--- config.mk ---
export PLATFORM = sky130hd
export DESIGN_NAME = dec_intr_unit
export DESIGN_NICKNAME = d
export VERILOG_FILES = /design/src/rtl/dec_pkg.sv /design/src/rtl/dec_counter.sv /design/src/rtl/dec_entry.sv /design/src/rtl/dec_intr_unit.sv
export SDC_FILE = /design/constraint.sdc
export NUM_CORES = 1
export LEC_CHECK = 0
export ABC_AREA = 1
export BUFFER_PORTS_ARGS = -buffer_cell sky130_fd_sc_hd__buf_4
export CAP_MARGIN = 10
export CORE_AREA = 10 10 193 195
export CTS_CLUSTER_DIAMETER = 40
export DETAILED_ROUTE_END_ITERATION = 6
export DIE_AREA = 0 0 203 205
export PLACE_DENSITY = 0.66
export SYNTH_ARGS = -nofsm -noshare
export SYNTH_HDL_FRONTEND = slang
export SYNTH_SLANG_ARGS = --single-unit
--- constraint.sdc ---
create_clock -name clk -period 3 [get_ports clk]
set_input_delay 0.45 -clock clk [delete_from_list [all_inputs] [get_ports clk]]
set_output_delay 0.45 -clock clk [all_outputs]
set_load 0.01 [all_outputs]
--- src/rtl/dec_pkg.sv ---
`timescale 1ns/1ps
package dec_pkg;
  parameter int XLEN = 64;
  typedef logic [XLEN-1:0] word_t;
  // bits of the MSR copied into SRR1 on entry
  localparam word_t SRR1_KEEP = 64'hFFFF_FFFF_78FC_0FFF;
  // bits of the MSR that survive entry
  localparam word_t MSR_KEEP  = 64'hFFFF_FFFF_FFFF_76CD;
  localparam word_t VECTOR    = 64'h0000_0000_0000_0900;
  localparam word_t RELOAD    = '1;
endpackage

--- src/rtl/dec_counter.sv ---
`timescale 1ns/1ps
module dec_counter
  import dec_pkg::*;
(
  input  logic  clk,
  input  logic  rst_n,
  input  logic  tick,
  input  logic  wr_en,
  input  word_t wr_data,
  input  logic  fire,
  output word_t cnt_q,
  output logic  pend_q
);
  logic at_zero;
  assign at_zero = (cnt_q == '0);

  always_ff @(posedge clk) begin
    if (!rst_n) begin
      cnt_q  <= RELOAD;
      pend_q <= 1'b0;
    end else if (fire) begin
      cnt_q  <= RELOAD;
      pend_q <= 1'b0;
    end else if (wr_en) begin
      cnt_q  <= wr_data;
    end else if (tick) begin
      if (at_zero) pend_q <= 1'b1;
      else         cnt_q  <= cnt_q - 1'b1;
    end
  end

  assert_step_one_R1: assert property (@(posedge clk) disable iff (!rst_n)
    tick && !wr_en && !fire && !at_zero |=> cnt_q == $past(cnt_q) - 1'b1 && pend_q == $past(pend_q));
  assert_hold_idle_R2: assert property (@(posedge clk) disable iff (!rst_n)
    !tick && !wr_en && !fire |=> $stable(cnt_q));
  assert_zero_sets_R3: assert property (@(posedge clk) disable iff (!rst_n)
    tick && !wr_en && !fire && at_zero |=> pend_q);
  assert_sticky_R4: assert property (@(posedge clk) disable iff (!rst_n)
    pend_q && !fire |=> pend_q);
  assert_reload_R9: assert property (@(posedge clk) disable iff (!rst_n)
    fire |=> cnt_q == RELOAD && !pend_q);
  assert_write_wins_R10: assert property (@(posedge clk) disable iff (!rst_n)
    wr_en && !fire |=> cnt_q == $past(wr_data) && pend_q == $past(pend_q));
endmodule

--- src/rtl/dec_entry.sv ---
`timescale 1ns/1ps
module dec_entry
  import dec_pkg::*;
#(
  parameter word_t MSR_RESET = '0
) (
  input  logic  clk,
  input  logic  rst_n,
  input  logic  fire,
  input  word_t cur_ia,
  input  logic  msr_wr_en,
  input  word_t msr_wr_data,
  output word_t msr_q,
  output word_t srr0_q,
  output word_t srr1_q
);
  always_ff @(posedge clk) begin
    if (!rst_n) begin
      msr_q  <= MSR_RESET;
      srr0_q <= '0;
      srr1_q <= '0;
    end else if (fire) begin
      srr0_q <= cur_ia;
      srr1_q <= msr_q & SRR1_KEEP;
      msr_q  <= msr_q & MSR_KEEP;
    end else if (msr_wr_en) begin
      msr_q  <= msr_wr_data;
    end
  end

  assert_srr0_R5: assert property (@(posedge clk) disable iff (!rst_n)
    fire |=> srr0_q == $past(cur_ia));
  assert_srr1_R6: assert property (@(posedge clk) disable iff (!rst_n)
    fire |=> srr1_q == ($past(msr_q) & SRR1_KEEP));
  assert_msr_clear_R7: assert property (@(posedge clk) disable iff (!rst_n)
    fire |=> msr_q == ($past(msr_q) & MSR_KEEP));
  assert_msr_load_R12: assert property (@(posedge clk) disable iff (!rst_n)
    msr_wr_en && !fire |=> msr_q == $past(msr_wr_data));
  assert_quiet_R4: assert property (@(posedge clk) disable iff (!rst_n)
    !fire && !msr_wr_en |=> $stable(msr_q) && $stable(srr0_q) && $stable(srr1_q));
endmodule

--- src/rtl/dec_intr_unit.sv ---
`timescale 1ns/1ps
module dec_intr_unit
  import dec_pkg::*;
#(
  parameter word_t MSR_RESET = '0
) (
  input  logic        clk,
  input  logic        rst_n,
  input  logic        tick_en,
  input  logic        dec_wr_en,
  input  logic [63:0] dec_wr_data,
  input  logic        msr_wr_en,
  input  logic [63:0] msr_wr_data,
  input  logic [63:0] cur_ia,
  input  logic        irq_take,
  output logic        irq_req,
  output logic        redir_valid,
  output logic [63:0] redir_addr,
  output logic [63:0] dec_value,
  output logic [63:0] msr_value,
  output logic [63:0] srr0_value,
  output logic [63:0] srr1_value
);
  logic pend;
  logic fire;

  // a transfer needs both sides of the handshake
  assign fire        = irq_take & pend;
  assign irq_req     = pend;
  assign redir_valid = fire;
  assign redir_addr  = VECTOR;

  dec_counter u_cnt (
    .clk     (clk),
    .rst_n   (rst_n),
    .tick    (tick_en),
    .wr_en   (dec_wr_en),
    .wr_data (dec_wr_data),
    .fire    (fire),
    .cnt_q   (dec_value),
    .pend_q  (pend)
  );

  dec_entry #(.MSR_RESET(MSR_RESET)) u_ent (
    .clk         (clk),
    .rst_n       (rst_n),
    .fire        (fire),
    .cur_ia      (cur_ia),
    .msr_wr_en   (msr_wr_en),
    .msr_wr_data (msr_wr_data),
    .msr_q       (msr_value),
    .srr0_q      (srr0_value),
    .srr1_q      (srr1_value)
  );

  assert_redirect_R8: assert property (@(posedge clk) disable iff (!rst_n)
    redir_valid |=> !irq_req && dec_value == RELOAD);
endmodule

==> results.cfg <==
[cts]
clock_latency_ns = 0.55
cts-root-buf = clkbuf_16
h-tree-depth = 2
clock-sinks = 247
post_cts_buffers = 0
clkTransAtPathRegs_ns = 0.06
cts_made_buffers = 45
cts_resized = 0
holdBufCountCts = 0
clock_path_buffers = 3
cts_tree = built

[global_route]
antenna_found_initial = 0
grt_pass1_vias = 12900
grtUsageTotal_pct = 23.6
grt_pass1_wl_um = 78000
grt_max_degree = 175
grt.overflow.total = 0

[routing]
drt-vias-per-instance = 4.88
drc = 0
vias = 13400
drt_iter0_markers = 1086
postRouteAntennaNets = 0
totalWireLength_um = 52300
wl_per_cell_um = 19.0
first_pass_iters = 6

[timing]
tightest_slew_ns = 0.706
finalSetupViolCount = 0
max_freq_mhz = 394
period_share_pct = 84.7
rsz0062_at_grt = no
slew_headroom_pct = 53.0
tns_ns = 0
maxSlewViolCount = 0
hold_violations = 0
finalCriticalPeriod_ns = 2.54
skew_ns = 0.0265

[hold_path]
hold_end = u_ent.msr_q[59]
min_from = msr_wr_data[59]
min_path_type = in2reg
min_path_cells = 3

[cells_and_area]
fill_cells = 3358
fin_nets = 2462
area_delta_synth_final_pct = 41.6
final_cell_mix = 540 x nor2_1, 459 x buf_4, 431 x nand2_1
final_area_um2 = 16900
antennaDiodeCount = 0
layout_commonest_cell = nor2_1
drive_gt1_share_pct = 24.5

[floorplan]
die-width_um = 203
num_rows = 67
die_area_um2 = 41600
die_h_um = 205
coreArea_um2 = 33300
ios = 520
start_util_pct = 35.9

[outcome]
status = complete, no violations

[worst_setup_path]
cp_slowest_cell = dfxtp_1
cp.required_ns = 3.42
critical_path_buf_inv_count = 2
rr_startpoint = u_cnt.cnt_q[0]
crit_path_start_kind = flop
cp_top_family = simple AND/OR/NAND/NOR gates
worst-r2r-setup-slack_ns = 0.46
path_max_fanout = 20
end_kind = flop
critPathMostFrequentCell = nand2_1
timing.rr.end = u_cnt.cnt_q[46]
crit_type = reg2reg
crit_chain = inv_1 -> ha_1 -> nand2_2 -> nor2_8 -> nand2_2 -> nor2_1 -> nand3b_1 -> nand2_1 -> buf_4 -> nand2_1 -> nand2_1 -> nand2_1
rr_worst_depth = 12
cp_slowest_stage_delay_ns = 0.36
critPathArrivalTime_ns = 2.96

[power_and_ir_drop]
swShare_pct = 25.8
power_frac_seq_pct = 36.0
pwr-share-comb_pct = 10.9
leakagePower_nw = 7.90
ir_drop_uv = 497
p_sw_mw = 2.57
power.share.clock_pct = 53.1
intPower_mw = 7.41
power.density_nw_per_um2 = 590

[yosys]
ys_seq_elements = 247
synthCells = 1845
synth-seq-area-share_pct = 41.4
syn_area_um2 = 12000
synth_area_per_cell_um2 = 6.48
synth_warnings = 0
synth_cell_types = 31

[place]
dp_hpwl_um = 39800
gp_congestion = 0.967
io_buffers = 445
dpl_cell_area_um2 = 15400

[run]
cap_violations = 0
## cell type report
type | count | area [um2] | area share (%)
tap | 448 | 561 | 3.31
clock inverter | 26 | 348 | 2.06
clock buffer | 56 | 1220 | 7.19
timing repair buffer | 462 | 3510 | 20.7
inverter | 60 | 228 | 1.35
multi-input combinational | 1447 | 6120 | 36.2
sequential | 247 | 4940 | 29.2
## flip-flops by register name (all words and copies together), names as in the netlist
signal,count
u_cnt.pend_q,1
u_ent.msr_q,64
u_cnt.cnt_q,64
u_ent.srr1_q,54
u_ent.srr0_q,64
## per-stage QoR
stage,power (mW),std cells,hold slack [ns],setup WS (ns),utilization [%]
2_1_floorplan,4.20,1917,0.483,1.16,-
3_3_place_gp,4.73,2664,0.455,0.557,46.2
3_5_place_dp,4.74,2664,0.458,0.521,46.2
4_1_cts,10.1,2746,0.0992,0.519,50.9
5_1_grt,10.4,2746,0.106,0.290,50.9
6_report,9.98,2746,0.120,0.459,50.9
## power groups by stage
| stage | logic (mW) | registers (mW) | clock network (mW) |
|---|---|---|---|
| after floorplan | 0.536 | 3.66 | 0 |
| after global placement | 1.08 | 3.65 | 0 |
| after detailed placement | 1.08 | 3.66 | 0 |
| after CTS | 1.09 | 3.59 | 5.37 |
| after global routing | 1.21 | 3.61 | 5.54 |
| final | 1.09 | 3.60 | 5.30 |
## worst max path at each step
stage | startpoint | endpoint | slack, ns | depth (start not counted)
global placement | u_cnt.cnt_q[0] | u_cnt.cnt_q[46] | 0.56 | 12
CTS | u_cnt.cnt_q[0] | u_cnt.cnt_q[46] | 0.52 | 12
finish | u_cnt.cnt_q[0] | u_cnt.cnt_q[46] | 0.46 | 12
detailed placement | u_cnt.cnt_q[0] | u_cnt.cnt_q[46] | 0.52 | 12
global route | u_cnt.cnt_q[0] | u_cnt.cnt_q[46] | 0.29 | 12
floorplan | u_cnt.cnt_q[0] | u_cnt.cnt_q[10] | 1.16 | 12
## cells by family (layout without fill, tap and decap cells)
logic type,count (synthesis),count (layout),synth area share (%)
buffers and inverters,223,604,9.80
AND/OR/NAND/NOR,1126,1126,38.2
XOR/XNOR,4,4,0.293
flip-flops,247,247,41.4
adder cells (fa/ha/maj),1,1,0.105
AO/OA/AOI/OAI,242,242,10.2
other,2,74,0.0628
## per-layer routing
layer  vias to the layer above  part of all wire (%)  global-route usage (%)
met1                      6213                    41                    29.5
met4                         0                   2.9                    7.46
li1                       6546                     -                       -
met3                        89                   8.7                    6.24
met5                         -                     0                       0
met2                       555                    48                    39.0
## cells in the mapped netlist (all sizes together)
master    n  area (um2)
nand3b   25         188
conb      2        7.51
nor2    552        2130
clkbuf   70         263
o22ai     2        12.5
nand4     9        56.3
or2       2        12.5
o21bai    2        15.0
clkinv    1        3.75
and2      2        12.5
dfxtp   247        4940
o21ai   189         946
a21oi    49         245
inv      59         221
xor2      2        17.5
nand3   100         513
buf      93         683
ha        1        12.5
xnor2     2        17.5
nand2   436        1650
## worst reg2reg max path, stage by stage (launching register included)
cell,delay [ns]
dfxtp_1,0.36
inv_1,0.13
ha_1,0.27
nand2_2,0.14
nor2_8,0.18
nand2_2,0.14
nor2_1,0.26
nand3b_1,0.24
nand2_1,0.11
buf_4,0.28
nand2_1,0.18
nand2_1,0.11
nand2_1,0.05
(Power assumes the default switching activity.)
